### src/rtl/adc_ser_pkg.sv
package adc_ser_pkg;
  typedef enum logic [1:0] {
    PH_IDLE = 2'd0,
    PH_SYNC = 2'd1,
    PH_DATA = 2'd2,
    PH_TAG  = 2'd3
  } ser_phase_e;
endpackage

### src/rtl/adc_ser_edge_sync.sv
module adc_ser_edge_sync #(
  parameter int STAGES = 2
) (
  input  logic clk_i,
  input  logic rst_ni,
  input  logic d_i,
  output logic rise_o,
  output logic fall_o
);
  logic [STAGES-1:0] sync_q;
  logic              last_q;
  logic              level;

  for (genvar g = 0; g < STAGES; g++) begin : g_stage
    if (g == 0) begin : g_first
      always_ff @(posedge clk_i or negedge rst_ni) begin
        if (!rst_ni) sync_q[g] <= 1'b0;
        else         sync_q[g] <= d_i;
      end
    end else begin : g_next
      always_ff @(posedge clk_i or negedge rst_ni) begin
        if (!rst_ni) sync_q[g] <= 1'b0;
        else         sync_q[g] <= sync_q[g-1];
      end
    end
  end

  assign level = sync_q[STAGES-1];

  always_ff @(posedge clk_i or negedge rst_ni) begin
    if (!rst_ni) last_q <= 1'b0;
    else         last_q <= level;
  end

  assign rise_o = level & ~last_q;
  assign fall_o = ~level & last_q;
endmodule

### src/rtl/adc_ser_int_clk.sv
module adc_ser_int_clk #(
  parameter int HALF_DIV = 3
) (
  input  logic clk_i,
  input  logic rst_ni,
  input  logic en_i,
  output logic sclk_o,
  output logic rise_o,
  output logic fall_o
);
  localparam int CNT_W = $clog2(HALF_DIV + 1);

  logic [CNT_W-1:0] cnt_q;
  logic             sclk_q;
  logic             tick;

  assign tick = en_i && (cnt_q == CNT_W'(HALF_DIV - 1));

  always_ff @(posedge clk_i or negedge rst_ni) begin
    if (!rst_ni) begin
      cnt_q  <= '0;
      sclk_q <= 1'b0;
    end else if (!en_i) begin
      cnt_q  <= '0;
      sclk_q <= 1'b0;
    end else if (tick) begin
      cnt_q  <= '0;
      sclk_q <= ~sclk_q;
    end else begin
      cnt_q  <= cnt_q + CNT_W'(1);
    end
  end

  assign sclk_o = sclk_q;
  assign rise_o = tick & ~sclk_q;
  assign fall_o = tick & sclk_q;
endmodule

### src/rtl/adc_ser_frame.sv
module adc_ser_frame
  import adc_ser_pkg::*;
#(
  parameter int RES_W = 12,
  parameter int TAG_W = 3
) (
  input  logic             clk_i,
  input  logic             rst_ni,
  input  logic             abort_i,
  input  logic             start_i,
  input  logic             mode_ext_i,
  input  logic [RES_W-1:0] result_i,
  input  logic             tag_i,
  input  logic             rise_i,
  input  logic             fall_i,
  output logic             active_o,
  output logic             mode_ext_o,
  output logic             sdata_o,
  output logic             sync_o
);
  localparam int MAX_W = (RES_W > TAG_W) ? RES_W : TAG_W;
  localparam int CNT_W = $clog2(MAX_W + 1);

  ser_phase_e       phase_q;
  logic [RES_W-1:0] shreg_q;
  logic [CNT_W-1:0] cnt_q;
  logic             armed_q;
  logic             mode_q;
  logic             sdata_q;
  logic             sync_q;

  always_ff @(posedge clk_i or negedge rst_ni) begin
    if (!rst_ni) begin
      phase_q <= PH_IDLE;
      shreg_q <= '0;
      cnt_q   <= '0;
      armed_q <= 1'b0;
      mode_q  <= 1'b0;
      sdata_q <= 1'b0;
      sync_q  <= 1'b0;
    end else if (abort_i) begin
      phase_q <= PH_IDLE;
      armed_q <= 1'b0;
      sdata_q <= 1'b0;
      sync_q  <= 1'b0;
    end else if (phase_q == PH_IDLE) begin
      if (start_i) begin
        phase_q <= PH_SYNC;
        shreg_q <= result_i;
        mode_q  <= mode_ext_i;
        armed_q <= 1'b0;
        sync_q  <= 1'b1;
        sdata_q <= 1'b0;
      end
    end else begin
      if (rise_i) armed_q <= 1'b1;
      if (fall_i && armed_q) begin
        armed_q <= 1'b0;
        case (phase_q)
          PH_SYNC: begin
            sync_q  <= 1'b0;
            sdata_q <= shreg_q[RES_W-1];
            shreg_q <= shreg_q << 1;
            cnt_q   <= CNT_W'(RES_W - 1);
            phase_q <= PH_DATA;
          end
          PH_DATA: begin
            if (cnt_q != '0) begin
              sdata_q <= shreg_q[RES_W-1];
              shreg_q <= shreg_q << 1;
              cnt_q   <= cnt_q - CNT_W'(1);
            end else begin
              // result done: chain tag input behind it
              sdata_q <= tag_i;
              cnt_q   <= CNT_W'(TAG_W - 1);
              phase_q <= PH_TAG;
            end
          end
          PH_TAG: begin
            if (cnt_q != '0) begin
              sdata_q <= tag_i;
              cnt_q   <= cnt_q - CNT_W'(1);
            end else begin
              sdata_q <= 1'b0;
              phase_q <= PH_IDLE;
            end
          end
          default: phase_q <= PH_IDLE;
        endcase
      end
    end
  end

  assign active_o   = (phase_q != PH_IDLE);
  assign mode_ext_o = mode_q;
  assign sdata_o    = sdata_q;
  assign sync_o     = sync_q;
endmodule

### src/rtl/adc_ser_tx.sv
module adc_ser_tx #(
  parameter int RES_W       = 12,
  parameter int TAG_W       = 3,
  parameter int HALF_DIV    = 3,
  parameter int SYNC_STAGES = 2
) (
  input  logic             clk_i,
  input  logic             rst_ni,
  input  logic             par_mode_i,
  input  logic             ext_clk_sel_i,
  input  logic             cs_ni,
  input  logic             rc_i,
  input  logic             res_load_i,
  input  logic [RES_W-1:0] result_i,
  input  logic             tag_i,
  input  logic             sclk_i,
  output logic             sclk_o,
  output logic             sclk_oe_o,
  output logic             sdata_o,
  output logic             sync_o
);
  logic serial_on;
  logic rd_en_q;
  logic rd_en;
  logic rd_rise;
  logic start;
  logic active;
  logic mode_ext;
  logic int_en;
  logic int_sclk, int_rise, int_fall;
  logic ext_rise, ext_fall;
  logic bit_rise, bit_fall;

  assign serial_on = ~par_mode_i;
  assign rd_en     = ~cs_ni & rc_i;

  always_ff @(posedge clk_i or negedge rst_ni) begin
    if (!rst_ni) rd_en_q <= 1'b0;
    else         rd_en_q <= rd_en;
  end

  assign rd_rise = rd_en & ~rd_en_q;
  assign start   = serial_on & (ext_clk_sel_i ? rd_rise : res_load_i);
  assign int_en  = serial_on & active & ~mode_ext;

  adc_ser_int_clk #(
    .HALF_DIV(HALF_DIV)
  ) u_int_clk (
    .clk_i  (clk_i),
    .rst_ni (rst_ni),
    .en_i   (int_en),
    .sclk_o (int_sclk),
    .rise_o (int_rise),
    .fall_o (int_fall)
  );

  adc_ser_edge_sync #(
    .STAGES(SYNC_STAGES)
  ) u_ext_sync (
    .clk_i  (clk_i),
    .rst_ni (rst_ni),
    .d_i    (sclk_i),
    .rise_o (ext_rise),
    .fall_o (ext_fall)
  );

  assign bit_rise = mode_ext ? ext_rise : int_rise;
  assign bit_fall = mode_ext ? ext_fall : int_fall;

  adc_ser_frame #(
    .RES_W(RES_W),
    .TAG_W(TAG_W)
  ) u_frame (
    .clk_i      (clk_i),
    .rst_ni     (rst_ni),
    .abort_i    (par_mode_i),
    .start_i    (start),
    .mode_ext_i (ext_clk_sel_i),
    .result_i   (result_i),
    .tag_i      (tag_i),
    .rise_i     (bit_rise),
    .fall_i     (bit_fall),
    .active_o   (active),
    .mode_ext_o (mode_ext),
    .sdata_o    (sdata_o),
    .sync_o     (sync_o)
  );

  assign sclk_oe_o = serial_on & ~ext_clk_sel_i;
  assign sclk_o    = sclk_oe_o & int_sclk;
endmodule

### config.mk
export PLATFORM = sky130hd
export DESIGN_NAME = adc_ser_tx
export DESIGN_NICKNAME = d
export VERILOG_FILES = /design/src/rtl/adc_ser_pkg.sv /design/src/rtl/adc_ser_edge_sync.sv /design/src/rtl/adc_ser_int_clk.sv /design/src/rtl/adc_ser_frame.sv /design/src/rtl/adc_ser_tx.sv
export SDC_FILE = /design/constraint.sdc
export NUM_CORES = 1
export LEC_CHECK = 0
export BUFFER_PORTS_ARGS = -buffer_cell sky130_fd_sc_hd__buf_2
export CAP_MARGIN = 20
export CORE_MARGIN = 3
export CORE_UTILIZATION = 60
export CTS_CLUSTER_SIZE = 16
export DETAILED_ROUTE_END_ITERATION = 7
export PLACE_DENSITY = 0.83
export SLEW_MARGIN = 20
export SYNTH_ARGS = -nofsm -noshare
export SYNTH_HDL_FRONTEND = slang
export SYNTH_SLANG_ARGS = --single-unit
### constraint.sdc
create_clock -name clk_i -period 3.85 [get_ports clk_i]
set_clock_uncertainty 0.05 [all_clocks]
set_input_delay 0.385 -clock clk_i [delete_from_list [all_inputs] [get_ports clk_i]]
set_output_delay 0.385 -clock clk_i [all_outputs]
set_load 0.01 [all_outputs]
==> metrics.txt <==
Nets 230; max cap viols 0; final hold slack 0.02235 ns; Final HPWL DP 2.583 mm; clock tree root driver cell clkbuf_4; most frequent cells in the layout nor2_1 (32), dfrtp_1 (29), buf_2 (24), nor4_1 (13), a211oi_2 (11); Crit path top cell by count a211oi_2; DR WL/cell 15.63 um; crit path max-delay cell type a211oi_2; worst r2r src u_frame.phase_q[1]; crit path DAT 2.50 ns; CP Max Fanout 13; first-pass GRT wire length 6.216 mm; sequential element share of the synthesized area 42.65%; Final Hold Viols 0; Netlist cell types 48; top_reg_cell synth dfrtp_1; Clock Latency Late Sink 0.33 ns; Final Cycle Share 60.12%; via count 1459; RSZ-0062 raised after global routing no; cell row count 18; hold_buf cts 0; clk sinks 29; PortBufs 24; kind of critical path reg2reg; Slew headroom 45.39%; Largest stage delay, worst path 0.68 ns; Post-synth EDFFs 0; post-route cell area 1864 um2; All-Layer GR Usage 23.02%; die height 59.26 um; Slew Limit Fails 0; Final setup violation count 0; area grow syn2layout 9.559%; post-synthesis register bit count 29; pin count of the biggest net entering global routing 30; number of global-route vias before repair 1426; Multi-input gate area 893.4 um2; clock-pin transition on the worst setup and hold timing paths 0.09 ns; outcome completed; syn_nets 207; Pleak 0.7809 nW; Initial DRT Pass Iterations 4; Final Critical Period 2.315 ns; IO Count 25; total grt overflow 0; drt via density 6.289; 1st-iter DRT viols 70; wirelength, routed 3.626 mm; CP endpoint kind register; critical-path cell list inv_1 -> ha_1 -> inv_2 -> a211oi_2 -> nor2_1 -> a211oi_2; FILL cells 189; DRC Markers 0; number of H-tree levels 2; commonest non-fill, non-tap cell in the layout nor2_1; chip width 59.26 um; Seq. cell area 725.7 um2; Antenna diodes 0; FFs w/ async S/R, synth 100.0%; Final Wtd Congestion 0.8358; placed inst area 1822 um2; Routed Antenna Nets 0; synthesized instance count 180; Die ar. 3511 um2; CP startpoint kind register; Critical Path RT 4.03 ns; CTS tree built; maximum vdd drop 344.1 uV; CTS Buf Count 5; synthesized area per cell 9.454 um2; synth warn 0; fin util 71.98%; core area 2590 um2; worst min-delay path class in2async; post-cts gate resize count 0; CP Launch Point u_frame.phase_q[1]; antenna violations before repair 0; final setup TNS 0 ns; Initial Util 65.70%; PD cells 373.3 nW/um2; mapped cell area 1702 um2; setup repair bufs after CTS 0; total power 0.6959 mW; share of cells above drive strength 1 23.76%; Clock Path Buffers 2; Worst-Margin Slew 0.8156 ns; FMAX 0.4320 GHz
==> critical path: cells and delay by family (launching register included) <==
| family | cells | cell delay [ns] |
|---|---|---|
| AOI/OAI and AO/OA | 2 | 0.92 |
| DFF | 1 | 0.44 |
| adders and majority gates | 1 | 0.41 |
| buffers and inverters | 2 | 0.27 |
| and+or+nand+nor | 1 | 0.13 |
==> flip-flops by register name, summed over array words and instances (netlist names), 2 cells and up <==
name	cells
u_frame.phase_q	2
u_int_clk.cnt_q	2
u_frame.shreg_q	12
u_frame.cnt_q	4
==> report_power, final <==
group | switching (mW) | total [mW] | internal, mW | leakage [nW]
registers | 0.0305 | 0.378 | 0.348 | 0.352
clock network | 0.0985 | 0.162 | 0.0631 | 0.0269
logic | 0.0859 | 0.156 | 0.0700 | 0.402
total | 0.215 | 0.696 | 0.481 | 0.781
==> logic make-up after synthesis <==
group                      share of synthesized area (%)
adders and majority gates                          4.412
AOI/OAI and AO/OA                                  23.60
DFF                                                42.65
muxes                                             0.6617
buffers and inverters                              4.853
and+or+nand+nor                                    23.82
==> through the flow <==
stage / setup WS (ns) / std cells
floorplan: 2.057 / 180
global placement: 1.723 / 226
detailed placement: 1.549 / 226
CTS: 1.545 / 232
global route: 1.280 / 232
finish: 1.535 / 232
==> synthesized netlist by cell type (2+ instances only) <==
cell type,n,share of area [%]
dfrtp_1,29,43
a211oi_2,11,8.1
nor2_1,32,7.1
nand4_1,2,0.74
nor4_1,13,4.8
ha_1,6,4.4
o2bb2ai_1,2,1.0
o21ai_1,2,0.59
o211ai_1,3,1.3
inv_1,7,1.5
nor3b_1,2,0.88
nor2b_1,3,1.1
o31a_1,2,1.0
o21ai_0,4,1.2
inv_2,2,0.44
nand2_1,7,1.5
clkbuf_1,5,1.1
nor3_1,8,2.4
buf_2,3,0.88
a21oi_1,7,2.1
nand3_1,3,0.88
==> cell type report <==
| type | instances | share of cell area [%] |
|---|---|---|
| multi-input cells | 132 | 47.92 |
| flip-flops and latches | 29 | 38.93 |
| repair buffers | 25 | 6.846 |
| clock buffers | 5 | 2.013 |
| inverters | 10 | 2.013 |
| well taps | 30 | 2.013 |
| clock inverters | 1 | 0.2685 |
==> final timing paths <==
kind,end,slack [ns],cells after the start
hold / removal,u_int_clk.cnt_q[0],0.02,1
setup / recovery,u_frame.shreg_q[2],1.54,6
setup reg to reg,u_frame.shreg_q[2],1.54,6
hold reg to reg,u_ext_sync.level,0.31,0
min in group clk_i,u_ext_sync.sync_q[0],0.12,1
max in group asynchronous,u_frame.shreg_q[2],3.29,1
==> per-layer routing <==
metal  wire length [um]  vias to the layer above  GRT usage, %
met5                  0                        -             0
met4                 30                        0         7.443
met3                249                        5         6.754
met2               1724                       55         38.22
met1               1621                      684         28.59
li1                   -                      715             -
(Power assumes the default switching activity.)
